`config.mk`:
```
export PLATFORM = sky130hd
export DESIGN_NAME = clk_mode_select
export DESIGN_NICKNAME = d
export VERILOG_FILES = /design/src/rtl/clkmode_pkg.sv /design/src/rtl/clkmode_sync.sv /design/src/rtl/clkmode_actdet.sv /design/src/rtl/clkmode_decide.sv /design/src/rtl/clkmode_bclk.sv /design/src/rtl/clk_mode_select.sv
export SDC_FILE = /design/constraint.sdc
export NUM_CORES = 1
export LEC_CHECK = 0
export BUFFER_PORTS_ARGS = -buffer_cell sky130_fd_sc_hd__buf_4
export CAP_MARGIN = 25
export CELL_PAD_IN_SITES_DETAIL_PLACEMENT = 1
export CELL_PAD_IN_SITES_GLOBAL_PLACEMENT = 2
export CORE_MARGIN = 5
export CORE_UTILIZATION = 34
export CTS_BUF_LIST = sky130_fd_sc_hd__clkbuf_16
export CTS_CLUSTER_DIAMETER = 120
export DETAILED_ROUTE_END_ITERATION = 10
export PLACE_DENSITY_LB_ADDON = 0.12
export SLEW_MARGIN = 10
export SYNTH_ARGS = -nofsm -noshare
export SYNTH_HDL_FRONTEND = slang
export SYNTH_SLANG_ARGS = --single-unit
```
`constraint.sdc`:
```
create_clock -name clk -period 1.7 [get_ports clk]
set_clock_uncertainty 0.05 [all_clocks]
set_input_delay 0.34 -clock clk [delete_from_list [all_inputs] [get_ports clk]]
set_output_delay 0.34 -clock clk [all_outputs]
set_load 0.005 [all_outputs]
```
`src/rtl/clkmode_pkg.sv`:
```
package clkmode_pkg;
  typedef enum logic [1:0] {
    MODE_XTAL    = 2'b00,
    MODE_PLL_BYP = 2'b01,
    MODE_PLL     = 2'b10,
    MODE_SEC     = 2'b11
  } clk_mode_e;

  localparam logic [1:0] STRAPS_HIGH = 2'b11;
endpackage

```
`src/rtl/clkmode_sync.sv`:
```
// Multi-stage synchroniser for slow or asynchronous level inputs.
module clkmode_sync #(
  parameter int W      = 1,
  parameter int STAGES = 2
) (
  input  logic         clk,
  input  logic [W-1:0] d,
  output logic [W-1:0] q
);
  logic [W-1:0] stg [STAGES];

  always_ff @(posedge clk) begin
    stg[0] <= d;
    for (int s = 1; s < STAGES; s++) begin
      stg[s] <= stg[s-1];
    end
  end

  assign q = stg[STAGES-1];
endmodule

```
`src/rtl/clkmode_actdet.sv`:
```
// Counts rising edges of the synchronised reference within fixed windows.
module clkmode_actdet #(
  parameter int WIN       = 64,
  parameter int MIN_EDGES = 8
) (
  input  logic clk,
  input  logic ref_s,
  output logic ref_ok
);
  localparam int WW = (WIN > 1) ? $clog2(WIN) : 1;
  localparam int CW = $clog2(MIN_EDGES + 1);
  localparam logic [WW-1:0] WIN_LAST = WW'(WIN - 1);
  localparam logic [CW-1:0] EDGE_MIN = CW'(MIN_EDGES);

  logic          ref_d    = 1'b0;
  logic [WW-1:0] win_cnt  = '0;
  logic [CW-1:0] edge_cnt = '0;
  logic          win_ok   = 1'b0;
  logic          ok_q     = 1'b0;
  logic          rise;

  assign rise = ref_s & ~ref_d;

  always_ff @(posedge clk) begin
    ref_d <= ref_s;
    if (win_cnt == WIN_LAST) begin
      win_cnt  <= '0;
      win_ok   <= (edge_cnt >= EDGE_MIN);
      edge_cnt <= CW'(rise);
    end else begin
      win_cnt <= win_cnt + 1'b1;
      if (rise && (edge_cnt != EDGE_MIN)) begin
        edge_cnt <= edge_cnt + 1'b1;
      end
    end
    ok_q <= win_ok | (edge_cnt >= EDGE_MIN);
  end

  assign ref_ok = ok_q;
endmodule

```
`src/rtl/clkmode_decide.sv`:
```
// Latches the clocking mode on the cycle reset drops.
module clkmode_decide
  import clkmode_pkg::*;
(
  input  logic       clk,
  input  logic       rst,
  input  logic       ref_ok,
  input  logic [1:0] id_n_s,
  output clk_mode_e  mode_q,
  output logic       primary_q,
  output logic       pll_en_q,
  output logic       pll_byp_q,
  output logic       bclk_oe_q,
  output logic [1:0] id_rpt_q,
  output logic [1:0] div_sel_q
);
  logic      rst_q = 1'b1;
  logic      capture;
  clk_mode_e nxt_mode;

  assign capture = ~rst & rst_q;

  always_comb begin
    if (ref_ok) begin
      nxt_mode = (id_n_s == STRAPS_HIGH) ? MODE_PLL_BYP : MODE_PLL;
    end else begin
      nxt_mode = (id_n_s == STRAPS_HIGH) ? MODE_XTAL : MODE_SEC;
    end
  end

  always_ff @(posedge clk) begin
    rst_q <= rst;
    if (rst) begin
      mode_q    <= MODE_SEC;
      primary_q <= 1'b0;
      pll_en_q  <= 1'b0;
      pll_byp_q <= 1'b0;
      bclk_oe_q <= 1'b0;
      id_rpt_q  <= 2'b00;
      div_sel_q <= 2'b00;
    end else if (capture) begin
      mode_q    <= nxt_mode;
      primary_q <= (nxt_mode != MODE_SEC);
      pll_en_q  <= (nxt_mode == MODE_PLL);
      pll_byp_q <= (nxt_mode == MODE_PLL_BYP);
      bclk_oe_q <= (nxt_mode != MODE_SEC);
      id_rpt_q  <= ref_ok ? 2'b00 : ~id_n_s;
      div_sel_q <= (nxt_mode == MODE_PLL) ? id_n_s : 2'b00;
    end
  end
endmodule

```
`src/rtl/clkmode_bclk.sv`:
```
// Divide-by-two bit clock, held low in reset or when not driving.
module clkmode_bclk (
  input  logic clk,
  input  logic rst,
  input  logic en,
  output logic bclk
);
  always_ff @(posedge clk) begin
    if (rst || !en) begin
      bclk <= 1'b0;
    end else begin
      bclk <= ~bclk;
    end
  end
endmodule

```
`src/rtl/clk_mode_select.sv`:
```
module clk_mode_select #(
  parameter int WIN_CYCLES  = 64,
  parameter int MIN_EDGES   = 8,
  parameter int SYNC_STAGES = 2
) (
  input  logic       clk,
  input  logic       rst,
  input  logic       ref_clk_i,
  input  logic [1:0] id_n_i,
  output logic [1:0] mode_o,
  output logic       primary_o,
  output logic       pll_en_o,
  output logic       pll_bypass_o,
  output logic       bclk_oe_o,
  output logic       bclk_o,
  output logic [1:0] id_rpt_o,
  output logic [1:0] pll_div_sel_o
);
  import clkmode_pkg::*;

  logic      ref_s;
  logic [1:0] id_n_s;
  logic      ref_ok;
  clk_mode_e mode_q;

  clkmode_sync #(.W(1), .STAGES(SYNC_STAGES)) u_ref_sync (
    .clk (clk),
    .d   (ref_clk_i),
    .q   (ref_s)
  );

  clkmode_sync #(.W(2), .STAGES(SYNC_STAGES)) u_strap_sync (
    .clk (clk),
    .d   (id_n_i),
    .q   (id_n_s)
  );

  clkmode_actdet #(.WIN(WIN_CYCLES), .MIN_EDGES(MIN_EDGES)) u_actdet (
    .clk    (clk),
    .ref_s  (ref_s),
    .ref_ok (ref_ok)
  );

  clkmode_decide u_decide (
    .clk       (clk),
    .rst       (rst),
    .ref_ok    (ref_ok),
    .id_n_s    (id_n_s),
    .mode_q    (mode_q),
    .primary_q (primary_o),
    .pll_en_q  (pll_en_o),
    .pll_byp_q (pll_bypass_o),
    .bclk_oe_q (bclk_oe_o),
    .id_rpt_q  (id_rpt_o),
    .div_sel_q (pll_div_sel_o)
  );

  clkmode_bclk u_bclk (
    .clk  (clk),
    .rst  (rst),
    .en   (primary_o),
    .bclk (bclk_o)
  );

  assign mode_o = mode_q;
endmodule

```
==> flow_metrics.py <==
metrics = {
    "run_status": {
        "outcome": "finished clean",
    },
    "worst_setup_path": {
        "worst-setup-path-type": "flip-flop to flip-flop",
        "slowest_stage": "edfxtp_1",
        "cp.buffers_inverters": 1,
        "cp_max_fo": 4,
        "crit_required_ns": 1.86,
        "cp_data_arrival_time_ns": 1.65,
        "crit_path_end_kind": "flip-flop",
        "slowest_delay_ns": 0.40,
        "cp-start-kind": "flip-flop",
        "cp_top_family": "simple AND/OR/NAND/NOR gates",
        "worstPathCellList": "inv_1 -> ha_1 -> and3b_1 -> or3b_1 -> a21oi_2",
    },
    "route": {
        "drc": 0,
        "vias": 717,
        "wl_um": 1910,
        "drtIter0Drc": 16,
        "dr.pass1.iters": 2,
        "avgRoutedWirePerCell_um": 11.7,
        "antenna_left": 0,
        "viasPerCell": 4.40,
    },
    "clock_network": {
        "clock_path_buffers": 2,
        "cts_sinks": 30,
        "hold_buffers": 0,
        "clk_latency_ns": 0.27,
        "root_buffer": "clkbuf_16",
        "cts_tree": "built",
        "post_cts_buffers": 0,
        "numCtsBuffers": 5,
        "ctsResizeCount": 0,
        "cts_max_level": 2,
        "path_clk_slew_ns": 0.05,
    },
    "timing": {
        "clock.fmax_mhz": 672,
        "rsz0062_at_grt": "no",
        "slew_headroom_pct": 64.0,
        "setup_viol": 0,
        "slew_violations": 0,
        "timing.hold.ws_ns": 0.121,
        "worst_slack_ns": 0.211,
        "finalHoldViolCount": 0,
        "min_period_ns": 1.49,
        "fin_setup_tns_ns": 0,
        "timing.final.crit_share_pct": 87.6,
        "worstMarginPinSlew_ns": 0.539,
    },
    "job": {
        "drv_cap": 0,
    },
    "layout": {
        "nets": 129,
        "fill_cells": 350,
        "diodes": 0,
        "area_growth_pct": 26.2,
        "fin_area_um2": 1370,
        "stdcell_count": 163,
        "final_core_util_pct": 44.8,
        "layout-drive-gt1-share_pct": 20.2,
    },
    "floorplanning": {
        "die_w_um": 66.4,
        "initial_utilization_pct": 35.5,
        "core.rowCount": 20,
        "core_um2": 3050,
        "io_pins": 16,
        "die_area_um2": 4410,
        "die_h_um": 66.4,
    },
    "min_path": {
        "hold_class": "input pin to flip-flop",
    },
    "placed_design": {
        "place_congestion": 0.762,
        "dpl_worst_slack_ns": 0.239,
        "post-place-cells": 155,
        "hpwl_um": 1370,
        "numPortBuffers": 15,
        "placed_area_um2": 1230,
    },
    "synthesis": {
        "async_flop_share_pct": 0,
        "syn_area_um2": 1080,
        "synth_edf_count": 2,
        "yosys_most_used_dff": "dfxtp_1",
        "ys_ff_latch": 30,
        "syn_nets": 111,
        "avgSynthCellArea_um2": 10.8,
        "yosys_warnings": 0,
        "yosysUniqueCellTypes": 31,
        "seq_area_frac_synth_pct": 57.3,
        "syn_inst": 100,
    },
    "power_and_ir_drop": {
        "ir_worst_vdd_mv": 0.683,
        "finalPower_mw": 1.85,
        "leakage_nw": 0.594,
        "power.density_nw_per_um2": 1350,
    },
    "global_routing": {
        "grt_usage_pct": 10.7,
        "grt_pass1_wl_um": 3300,
        "antenna_found_initial": 0,
        "grt_max_degree": 15,
        "grt_pass1_vias": 731,
        "grt_overflow": 0,
    },
}
## placed cells by master (no fill, tap or decap), drive strengths merged, types with 2 or more instances in the layout
master / n
nand2b: 4
clkinv: 3
ha: 6
xor2: 2
nand2: 3
inv: 4
nor2: 11
dfxtp: 28
buf: 15
o21ai: 4
nand3: 6
a21oi: 6
mux2i: 6
clkbuf: 5
nor2b: 2
edfxtp: 2
## sequential cells by signal, summed over array words and instances (netlist names)
name and count:
u_actdet.edge_cnt 4, u_actdet.ref_d 1, u_actdet.ref_ok 1, u_actdet.win_cnt 6
u_actdet.win_ok 1, u_bclk.bclk 1, u_decide.bclk_oe_q 1, u_decide.div_sel_q 2
u_decide.id_rpt_q 2, u_decide.mode_q 2, u_decide.pll_byp_q 1, u_decide.pll_en_q 1
u_decide.rst_q 1, u_ref_sync.stg 2, u_strap_sync.stg 4
## cell type report
class	count	area, um^2	share of cell area, %
Tap cell	44	55.1	4.03
Inverter	4	15.0	1.10
Sequential cell	30	621	45.4
Multi-Input combinational cell	62	427	31.2
Clock inverter	3	11.3	0.824
Timing Repair Buffer	15	113	8.24
Clock buffer	5	125	9.16
## synth_stat cells (3+ instances only)
| library cell | n | area, um^2 |
|---|---|---|
| nand2_1 | 3 | 11.3 |
| nor2_1 | 10 | 37.5 |
| mux2i_1 | 6 | 60.1 |
| dfxtp_1 | 28 | 561 |
| a21oi_1 | 5 | 25.0 |
| nand2b_1 | 3 | 18.8 |
| inv_1 | 4 | 15.0 |
| ha_1 | 6 | 75.1 |
| nand3_1 | 6 | 30.0 |
| o21ai_0 | 4 | 20.0 |
## routing by layer
layer | up-vias | global-route usage (%) | share of wire, %
met5 | - | 0 | 0
met4 | 0 | 6.09 | 1.7
met3 | 4 | 6.97 | 5.9
met2 | 13 | 14.4 | 44
met1 | 331 | 12.4 | 49
li1 | 369 | - | -
## final timing paths
path | from | endpoint | slack [ns] | cells after the start
min reg2reg | u_strap_sync.stg[0][1] | u_strap_sync.stg[0][3] | 0.28 | 0
max | u_actdet.edge_cnt[0] | u_actdet.edge_cnt[1] | 0.21 | 5
max reg2reg | u_actdet.edge_cnt[0] | u_actdet.edge_cnt[1] | 0.21 | 5
min | id_n_i[1] | u_strap_sync.stg[0][1] | 0.12 | 1
## power breakdown
group          switching, mW  internal [mW]
registers             0.0662          0.787
clock network          0.285          0.524
logic                 0.0799          0.105
## logic make-up (layout without fill, tap and decap cells)
family	after synthesis	in the layout	synth area share (%)
DFF	30	30	57.3
xor gates and xnor gates	3	3	2.43
AOI/OAI and AO/OA	14	14	7.75
adders and majority gates	6	6	6.94
buffers and inverters	8	27	3.24
muxes	6	6	5.55
and+or+nand+nor	33	33	16.8
## worst reg2reg max path, delay by kind of cell, from the launching register on
kind | cells | cell delay, ns
flops | 1 | 0.40
compound gates | 1 | 0.12
simple gates | 2 | 0.59
fa+ha+maj | 1 | 0.20
buf+inv | 1 | 0.06
(Power assumes the default switching activity.)
